## src/rtl/bootseq_pkg.sv

```systemverilog
package bootseq_pkg;

    typedef enum logic [2:0] {
        ST_IDLE,
        ST_ARMED,
        ST_ID_W0,
        ST_ID_W1,
        ST_ID_W2
    } seq_state_t;

    localparam logic [15:0] OP_WARM_RST = 16'h00F0;
    localparam logic [15:0] OP_LOAD_ARM = 16'h00E0;
    localparam logic [15:0] OP_READ_ID  = 16'h0090;
    localparam logic [15:0] OP_LOAD_GO  = 16'h0000;

endpackage

```

## src/rtl/bootseq_win_dec.sv

```systemverilog
module bootseq_win_dec #(
    parameter int AW       = 16,
    parameter int LO_BASE  = 'h0000,
    parameter int LO_WORDS = 'h0200,
    parameter int HI_BASE  = 'h8000,
    parameter int HI_WORDS = 'h0010
) (
    input  logic [AW-1:0] addr_i,
    output logic          hit_o
);
    localparam int NWIN = 2;

    logic [NWIN-1:0] win_hit;

    for (genvar w = 0; w < NWIN; w++) begin : g_win
        localparam int BASE  = (w == 0) ? LO_BASE  : HI_BASE;
        localparam int WORDS = (w == 0) ? LO_WORDS : HI_WORDS;
        logic [AW-1:0] offs;
        assign offs       = addr_i - AW'(BASE);
        assign win_hit[w] = ({1'b0, offs} < (AW+1)'(WORDS));
    end

    assign hit_o = |win_hit;

endmodule

```

## src/rtl/bootseq_sector.sv

```systemverilog
module bootseq_sector #(
    parameter int BLK_W       = 16,
    parameter int BLK_FIELD_W = 12,
    parameter int SIP_W       = 2,
    parameter int PPB_LOG     = 6,
    localparam int PAGE_W     = SIP_W + PPB_LOG,
    localparam int LIN_W      = BLK_W + PPB_LOG,
    localparam int SEC_W      = BLK_W + PAGE_W
) (
    input  logic [PAGE_W-1:0]      page_i,
    input  logic [BLK_FIELD_W-1:0] blk_idx_i,
    input  logic                   blk_upper_i,
    input  logic [BLK_W-1:0]       dmask_i,
    output logic [SEC_W-1:0]       sector_o
);
    logic [BLK_W-1:0] blk_eff;
    logic [LIN_W-1:0] page_lin;

    always_comb begin
        blk_eff  = BLK_W'(blk_idx_i) | (blk_upper_i ? dmask_i : '0);
        page_lin = {blk_eff, {PPB_LOG{1'b0}}} + LIN_W'(page_i[PAGE_W-1:SIP_W]);
        sector_o = {page_lin, {SIP_W{1'b0}}} + SEC_W'(page_i[SIP_W-1:0]);
    end

endmodule

```

## src/rtl/bootseq_id_words.sv

```systemverilog
module bootseq_id_words #(
    parameter int DW   = 16,
    parameter int ID_W = 8
) (
    input  logic [1:0]      idx_i,
    input  logic [ID_W-1:0] mfr_i,
    input  logic [ID_W-1:0] dev_i,
    input  logic [ID_W-1:0] wp_i,
    output logic [DW-1:0]   word_o
);
    always_comb begin
        unique case (idx_i)
            2'd0:    word_o = DW'(mfr_i);
            2'd1:    word_o = DW'(dev_i);
            2'd2:    word_o = DW'(wp_i);
            default: word_o = '0;
        endcase
    end

endmodule

```

## src/rtl/bootseq_boot_cmd.sv

```systemverilog
module bootseq_boot_cmd
    import bootseq_pkg::*;
#(
    parameter int AW          = 16,
    parameter int DW          = 16,
    parameter int BLK_W       = 16,
    parameter int BLK_FIELD_W = 12,
    parameter int SIP_W       = 2,
    parameter int PPB_LOG     = 6,
    parameter int ID_W        = 8,
    localparam int PAGE_W     = SIP_W + PPB_LOG,
    localparam int SEC_W      = BLK_W + PAGE_W,
    localparam int CNT_W      = SIP_W + 1,
    localparam int SECS_PG    = 1 << SIP_W
) (
    input  logic                   clk,
    input  logic                   rst_n,
    input  logic                   wr_en_i,
    input  logic [AW-1:0]          wr_addr_i,
    input  logic [DW-1:0]          wr_data_i,
    input  logic [PAGE_W-1:0]      page_reg_i,
    input  logic [BLK_FIELD_W-1:0] blk_idx_i,
    input  logic                   blk_upper_i,
    input  logic [BLK_W-1:0]       density_mask_i,
    input  logic [ID_W-1:0]        mfr_id_i,
    input  logic [ID_W-1:0]        dev_id_i,
    input  logic [ID_W-1:0]        wp_low_i,
    output logic                   warm_rst_o,
    output logic                   load_req_o,
    output logic [SEC_W-1:0]       load_sector_o,
    output logic [CNT_W-1:0]       load_count_o,
    output logic                   page_upd_o,
    output logic [PAGE_W-1:0]      page_next_o,
    output logic                   bb_we_o,
    output logic [1:0]             bb_addr_o,
    output logic [DW-1:0]          bb_wdata_o
);
    seq_state_t state, nxt;

    logic             win_hit;
    logic             cmd_wr;
    logic             fire_rst;
    logic             fire_load;
    logic [SEC_W-1:0] sector_calc;
    logic [1:0]       id_idx;
    logic             id_active;
    logic [DW-1:0]    id_word;

    bootseq_win_dec #(.AW(AW)) u_win (
        .addr_i (wr_addr_i),
        .hit_o  (win_hit)
    );

    bootseq_sector #(
        .BLK_W       (BLK_W),
        .BLK_FIELD_W (BLK_FIELD_W),
        .SIP_W       (SIP_W),
        .PPB_LOG     (PPB_LOG)
    ) u_sec (
        .page_i      (page_reg_i),
        .blk_idx_i   (blk_idx_i),
        .blk_upper_i (blk_upper_i),
        .dmask_i     (density_mask_i),
        .sector_o    (sector_calc)
    );

    bootseq_id_words #(.DW(DW), .ID_W(ID_W)) u_id (
        .idx_i  (id_idx),
        .mfr_i  (mfr_id_i),
        .dev_i  (dev_id_i),
        .wp_i   (wp_low_i),
        .word_o (id_word)
    );

    assign cmd_wr = wr_en_i && win_hit;

    // next-state logic
    always_comb begin
        nxt       = state;
        fire_rst  = 1'b0;
        fire_load = 1'b0;
        unique case (state)
            ST_IDLE: begin
                if (cmd_wr) begin
                    if (wr_data_i == OP_WARM_RST) begin
                        fire_rst = 1'b1;
                    end else if (wr_data_i == OP_LOAD_ARM) begin
                        nxt = ST_ARMED;
                    end else if (wr_data_i == OP_READ_ID) begin
                        nxt = ST_ID_W0;
                    end
                end
            end
            ST_ARMED: begin
                if (cmd_wr) begin
                    nxt       = ST_IDLE;
                    fire_load = (wr_data_i == OP_LOAD_GO);
                end
            end
            ST_ID_W0: nxt = ST_ID_W1;
            ST_ID_W1: nxt = ST_ID_W2;
            ST_ID_W2: nxt = ST_IDLE;
            default:  nxt = ST_IDLE;
        endcase
    end

    always_comb begin
        id_active = 1'b1;
        id_idx    = 2'd0;
        unique case (nxt)
            ST_ID_W0: id_idx = 2'd0;
            ST_ID_W1: id_idx = 2'd1;
            ST_ID_W2: id_idx = 2'd2;
            default:  id_active = 1'b0;
        endcase
    end

    // state register
    always_ff @(posedge clk or negedge rst_n) begin
        if (!rst_n) begin
            state <= ST_IDLE;
        end else begin
            state <= nxt;
        end
    end

    // registered outputs
    always_ff @(posedge clk or negedge rst_n) begin
        if (!rst_n) begin
            warm_rst_o    <= 1'b0;
            load_req_o    <= 1'b0;
            load_sector_o <= '0;
            load_count_o  <= '0;
            page_upd_o    <= 1'b0;
            page_next_o   <= '0;
            bb_we_o       <= 1'b0;
            bb_addr_o     <= '0;
            bb_wdata_o    <= '0;
        end else begin
            warm_rst_o    <= fire_rst;
            load_req_o    <= fire_load;
            page_upd_o    <= fire_load;
            load_sector_o <= fire_load ? sector_calc : '0;
            load_count_o  <= fire_load ? CNT_W'(SECS_PG) : '0;
            page_next_o   <= fire_load ? page_reg_i + PAGE_W'(SECS_PG) : '0;
            bb_we_o       <= id_active;
            bb_addr_o     <= id_active ? id_idx : '0;
            bb_wdata_o    <= id_active ? id_word : '0;
        end
    end

endmodule

```

## config.mk

```make
export PLATFORM = sky130hd
export DESIGN_NAME = bootseq_boot_cmd
export DESIGN_NICKNAME = d
export VERILOG_FILES = /design/src/rtl/bootseq_pkg.sv /design/src/rtl/bootseq_win_dec.sv /design/src/rtl/bootseq_sector.sv /design/src/rtl/bootseq_id_words.sv /design/src/rtl/bootseq_boot_cmd.sv
export SDC_FILE = /design/constraint.sdc
export NUM_CORES = 1
export LEC_CHECK = 0
export ABC_AREA = 1
export BUFFER_PORTS_ARGS = -buffer_cell sky130_fd_sc_hd__buf_2
export CAP_MARGIN = 20
export CORE_MARGIN = 1.5
export CORE_UTILIZATION = 44
export DETAILED_ROUTE_END_ITERATION = 10
export GPL_TIMING_DRIVEN = 0
export PLACE_DENSITY = 0.91
export SLEW_MARGIN = 25
export SYNTH_ARGS = -nofsm -noshare
export SYNTH_HDL_FRONTEND = slang
export SYNTH_SLANG_ARGS = --single-unit
```

## constraint.sdc

```tcl
create_clock -name clk -period 3 [get_ports clk]
set_input_delay 0.15 -clock clk [delete_from_list [all_inputs] [get_ports clk]]
set_output_delay 0.15 -clock clk [all_outputs]
set_load 0.02 [all_outputs]
```

== Yosys cells after proc, flatten, opt, wreduce, memory -nomap -nowiden ==
Index checks and enable logic that the tools add are counted.
Widths: inputs -> output; s select.
Word-level totals
  flip-flop bits (word level): 59
  bits in latches: 0
  RAM bits: 0
  ROM bits: 0
  output and inout port bits: 57
  memories kept: 0
Operators by class
  $add $sub $neg: 4
  multipliers: 0
  divide/modulo/power cells: 0
  order comparisons: 2
  equality and inequality tests: 11
  shifts and indexed selects: 0
  muxes and demuxes: 20
  bitwise gates (word level): 1
  reductions and logical operators: 6
Operators by type and width (number)
  $eq 16x8->1 const B: 3
  $mux 16: 2
  $add 24x2->24: 1
  $mux 24: 1
  $pmux 8 s3: 1
  $add 22x6->22: 1
  $mux 3: 6
  $logic_not 16->1: 1
  $lt 16x10->1 const B: 1
  $lt 16x5->1 const B: 1
  $or 12x16->16: 1
  $sub 16x16->16 const B: 1
  $eq 3x2->1 const B: 4
  $pmux 3 s4: 1
  $add 8x3->8 const B: 1
  $mux 8: 1
  $mux 1: 6
  $pmux 2 s2: 1
  $eq 3x1->1 const B: 1
  $eq 3x3->1 const B: 1
  $logic_not 3->1: 1
  $reduce_or 3->1: 1
  $eq 2x1->1 const B: 1
  $eq 2x2->1 const B: 1
  other kinds (4): 4

== Longest topological paths before layout ==
  word-level depth: 11
  mapped depth: 10
  mapped depth without buffers: 10

== By module ==
Synthesis repeated with hierarchy kept, for this count alone.
Unflattened totals
  cells, all modules: 327
  area total of the unflattened synthesis: 2693.8 um^2
By module, submodules not included
  bootseq_boot_cmd: times used 1, cells an instance 218, area each 2137.0 um^2, sequential area each 1401.3 um^2
  bootseq_sector: times used 1, cells an instance 54, area each 264.0 um^2, sequential area each 0.0 um^2
  bootseq_id_words: times used 1, cells an instance 46, area each 251.5 um^2, sequential area each 0.0 um^2
  bootseq_win_dec: times used 1, cells an instance 9, area each 41.3 um^2, sequential area each 0.0 um^2

== Worst setup path before layout ==
No wires, ideal clock.
  kind: flip-flop to flip-flop
  from: register state[2]
  to: register page_next_o[4]
  library setup time: 0.068 ns
  data arrival time: 1.239 ns
  required time: 2.932 ns
  setup slack: 1.693 ns
  cell stages (with the launch flop): 8
  buffers on the path: 1
  cell sequence: dfrtp_1 -> nand3b_1 -> nor2_2 -> nand3_2 -> nor2_8 -> inv_6 -> buf_12 -> nor2_4
Between the ends
  cells in the longest elaborated chain, start to end: 3
RTL lines
  start: declaration: RTL line bootseq_boot_cmd.sv:38  | seq_state_t state, nxt;
  start signal: assignment: RTL line bootseq_boot_cmd.sv:123  | state <= nxt;
  $eq 3x1->1: RTL line bootseq_boot_cmd.sv:82  | unique case (state)
  $mux 1: RTL line bootseq_boot_cmd.sv:82
  $mux 8: RTL line bootseq_boot_cmd.sv:145  | page_next_o <= fire_load ? page_reg_i + PAGE_W'(SECS_PG) : '0;
  end signal: assignment: RTL line bootseq_boot_cmd.sv:145
  end: declaration: RTL line bootseq_boot_cmd.sv:33  | output logic [PAGE_W-1:0] page_next_o,
Every way passes these cells.

== Worst setup path after layout ==
  from: register state[2]
  to: register load_sector_o[18]
Between the ends
  cells in the longest elaborated chain, start to end: 3
RTL lines
  $eq 3x1->1: RTL line bootseq_boot_cmd.sv:82
  $mux 1: RTL line bootseq_boot_cmd.sv:82
  $mux 24: RTL line bootseq_boot_cmd.sv:143  | load_sector_o <= fire_load ? sector_calc : '0;
  end signal: assignment: RTL line bootseq_boot_cmd.sv:143
  end: declaration: RTL line bootseq_boot_cmd.sv:30  | output logic [SEC_W-1:0] load_sector_o,
Every way passes these cells.

==> run_results.csv <==
group,metric,value,unit
clock_tree,cts_tree,"yes",
die,dieArea,5400,um^2
setup_path,worstPathArrival,1.69,ns
grt,grt_pass1_wl,8230,um
clock_tree,cts_root_buf,"clkbuf_8",
clock_tree,clock_latency,0.29,ns
clock_tree,cts.hold.buffers_added,0,
layout,fill_cells,426,
layout,final_core_util,65.2,%
detailed_routing,wl_per_cell,11.6,um
timing,finalClockSkew,0.00293,ns
run,maxCapViolations,0,
detailed_routing,num_vias,2063,
detailed_routing,drtIter0Drc,93,
logic_synthesis,synth_cells,230,
detailed_routing,firstDrtPassIters,4,
timing,fin_setup_tns,0,ns
grt,gr-total-overflow,0,
placed_design,gp_congestion,0.733,
layout,final_net_count,482,
logic_synthesis,ys.flop_type,"dfrtp_1",
logic_synthesis,async_reset_ff_share,100,%
die,fp.dieW,73.5,um
layout,antenna_cells,0,
clock_tree,cts_resized,0,
placed_design,hpwl,4220,um
grt,antenna_found_initial,0,
logic_synthesis,syn_avg_cell_area,9.51,um^2
run_status,status,"finished, final reports clean",
setup_path,crit_fanout,10,
clock_tree,htree_levels,2,
setup_path,cp-start-kind,"register",
timing,hold_slack,0.0571,ns
die,core,4750,um^2
die,num_rows,25,
detailed_routing,ant_nets,0,
logic_synthesis,synth_warnings,0,
timing,fin_crit_sh,48.6,%
layout,layout_commonest_cell,"buf_2",
layout,final_cell_mix,"buf_2, nand2_1, dfrtp_1, nor2_1, inv_1",
pwr,power_density,503,nW/um^2
pwr,p_leak,1.89,nW
timing,drv_slew,0,
clock_tree,cts_buffers,5,
logic_synthesis,synth.distinct_cells,30,
clock_tree,clock_path_buffers,2,
grt,grt_max_degree,47,
timing,period_needed,1.46,ns
placed_design,io_buffers,138,
pwr,irDropWorstVdd,0.000323,V
min_path,hold_path_class,"primary input to register",
logic_synthesis,synth-seq-area-share,52.6,%
timing,rsz0062_at_grt,"false",
setup_path,path_class,"register to register",
die,io_pins,153,
logic_synthesis,yosysTopAreaCellShare,52.6,%
timing,fmax,685,MHz
setup_path,critPathCaptureType,"register",
grt,grt_pass1_vias,1978,
setup_path,required,3.23,ns
timing,timing_hold_violations_final,0,
logic_synthesis,synth.top_cells.by_area,"dfrtp_1, nand2_1, nor2_4, buf_4, nor2_1",
placed_design,placed_cell_area,3000,um^2
clock_tree,post-cts-setup-buffer-count,0,
grt,gr-usage-all-layers,19.7,%
detailed_routing,via_per_inst,4.55,
die,initial_core_util,46.0,%
clock_tree,clk_pin_slew,0.09,ns
timing,slew_headroom,61.4,%
logic_synthesis,yosysTopAreaCell,"dfrtp_1",
detailed_routing,drc,0,
logic_synthesis,synthesis.area,2190,um^2
layout,drive_gt1_share,47.9,%
detailed_routing,drt-total-wl,5250,um
layout,stdcell_area,3100,um^2
timing,worst-slew-pin-transition,0.579,ns
layout,area_delta_synth_final,41.6,%
logic_synthesis,synth_seq_cells,46,
clock_tree,clock_sinks,46,
logic_synthesis,synth_edf_count,0,
timing,setup_viol,0,
die,die_height,73.5,um
worst paths after layout:
kind,slack [ns],cells after the start,start,end
worst max-delay path,1.54,7,state[2],load_sector_o[18]
worst min-delay path,0.06,3,blk_idx_i[3],load_sector_o[11]
worst max register to register,1.54,7,state[2],load_sector_o[18]
worst min register to register,0.59,2,state[0],bb_addr_o[1]
max in group asynchronous,2.21,2,rst_n,load_sector_o[8]
min in group asynchronous,0.39,2,rst_n,load_sector_o[18]
metal layers:
| metal | up-vias | part of all wire (%) | wire length, um | track usage, % |
|---|---|---|---|---|
| met5 | - | 0 | 0 | 0 |
| met4 | 0 | 1.9 | 98 | 8.02 |
| met3 | 10 | 6.4 | 338 | 3.84 |
| met2 | 92 | 57 | 2970 | 39.1 |
| met1 | 949 | 35 | 1840 | 19.5 |
| li1 | 1012 | - | - | - |
sequential cells by signal (all words and copies together) (netlist names):
| signal | cells |
|---|---|
| load_count_o | 1 |
| bb_addr_o | 2 |
| bb_wdata_o | 8 |
| bb_we_o | 1 |
| page_next_o | 8 |
| state | 3 |
| warm_rst_o | 1 |
| load_sector_o | 22 |
metrics by stage:
step	power [W]	worst slack, ns	std cells
floorplan	0.00102	1.69	239
global placement	0.00119	1.57	444
detailed placement	0.00121	1.53	444
CTS	0.00158	1.51	452
global route	0.00167	1.39	453
finish	0.00156	1.54	453
worst max-delay path, stage by stage, from the launching register on:
cell,delay (ns)
dfrtp_1,0.40
nand3b_1,0.20
nor2_2,0.12
nand3_2,0.13
nor2_8,0.23
buf_6,0.17
nand3_1,0.08
nand2_1,0.07
kinds of logic (layout without fill, tap and decap cells):
group | Yosys count | count (layout) | share of synthesized area (%)
other | 1 | 10 | 0.171
buffers and inverters | 44 | 191 | 11.8
AND/OR/NAND/NOR | 109 | 109 | 26.2
flip-flops | 46 | 46 | 52.6
adder cells (fa/ha/maj) | 1 | 1 | 0.572
AO/OA/AOI/OAI | 26 | 26 | 7.44
XOR/XNOR | 3 | 3 | 1.20
Yosys cell counts, types with 3 or more instances:
library cell  instances
buf_4                14
a22o_1                8
nor3_1                3
inv_1                20
nor2_4               11
a21oi_1              16
nand2_1              47
nand3_2               3
dfrtp_1              46
clkinv_1              3
nor2_1               23
nand3_1              14
power by group:
part	leakage [nW]	switching, W	total (W)	internal (W)
combinational	1.22	0.000294	0.000472	0.000178
sequential	0.633	0.0000257	0.000717	0.000691
clock	0.0441	0.000205	0.000368	0.000164
area by class of cell:
type / instances / area (um^2) / share of cell area (%)
multi-input cells: 149 / 812 / 26.2
flip-flops and latches: 46 / 1150 / 37.2
clock buffers: 5 / 68.8 / 2.22
inverters: 25 / 98.8 / 3.19
well taps: 67 / 83.8 / 2.71
plain buffers: 19 / 159 / 5.13
repair buffers: 139 / 703 / 22.7
clock inverters: 3 / 21.3 / 0.687
No activity file was read; power rests on OpenSTA's default activity.
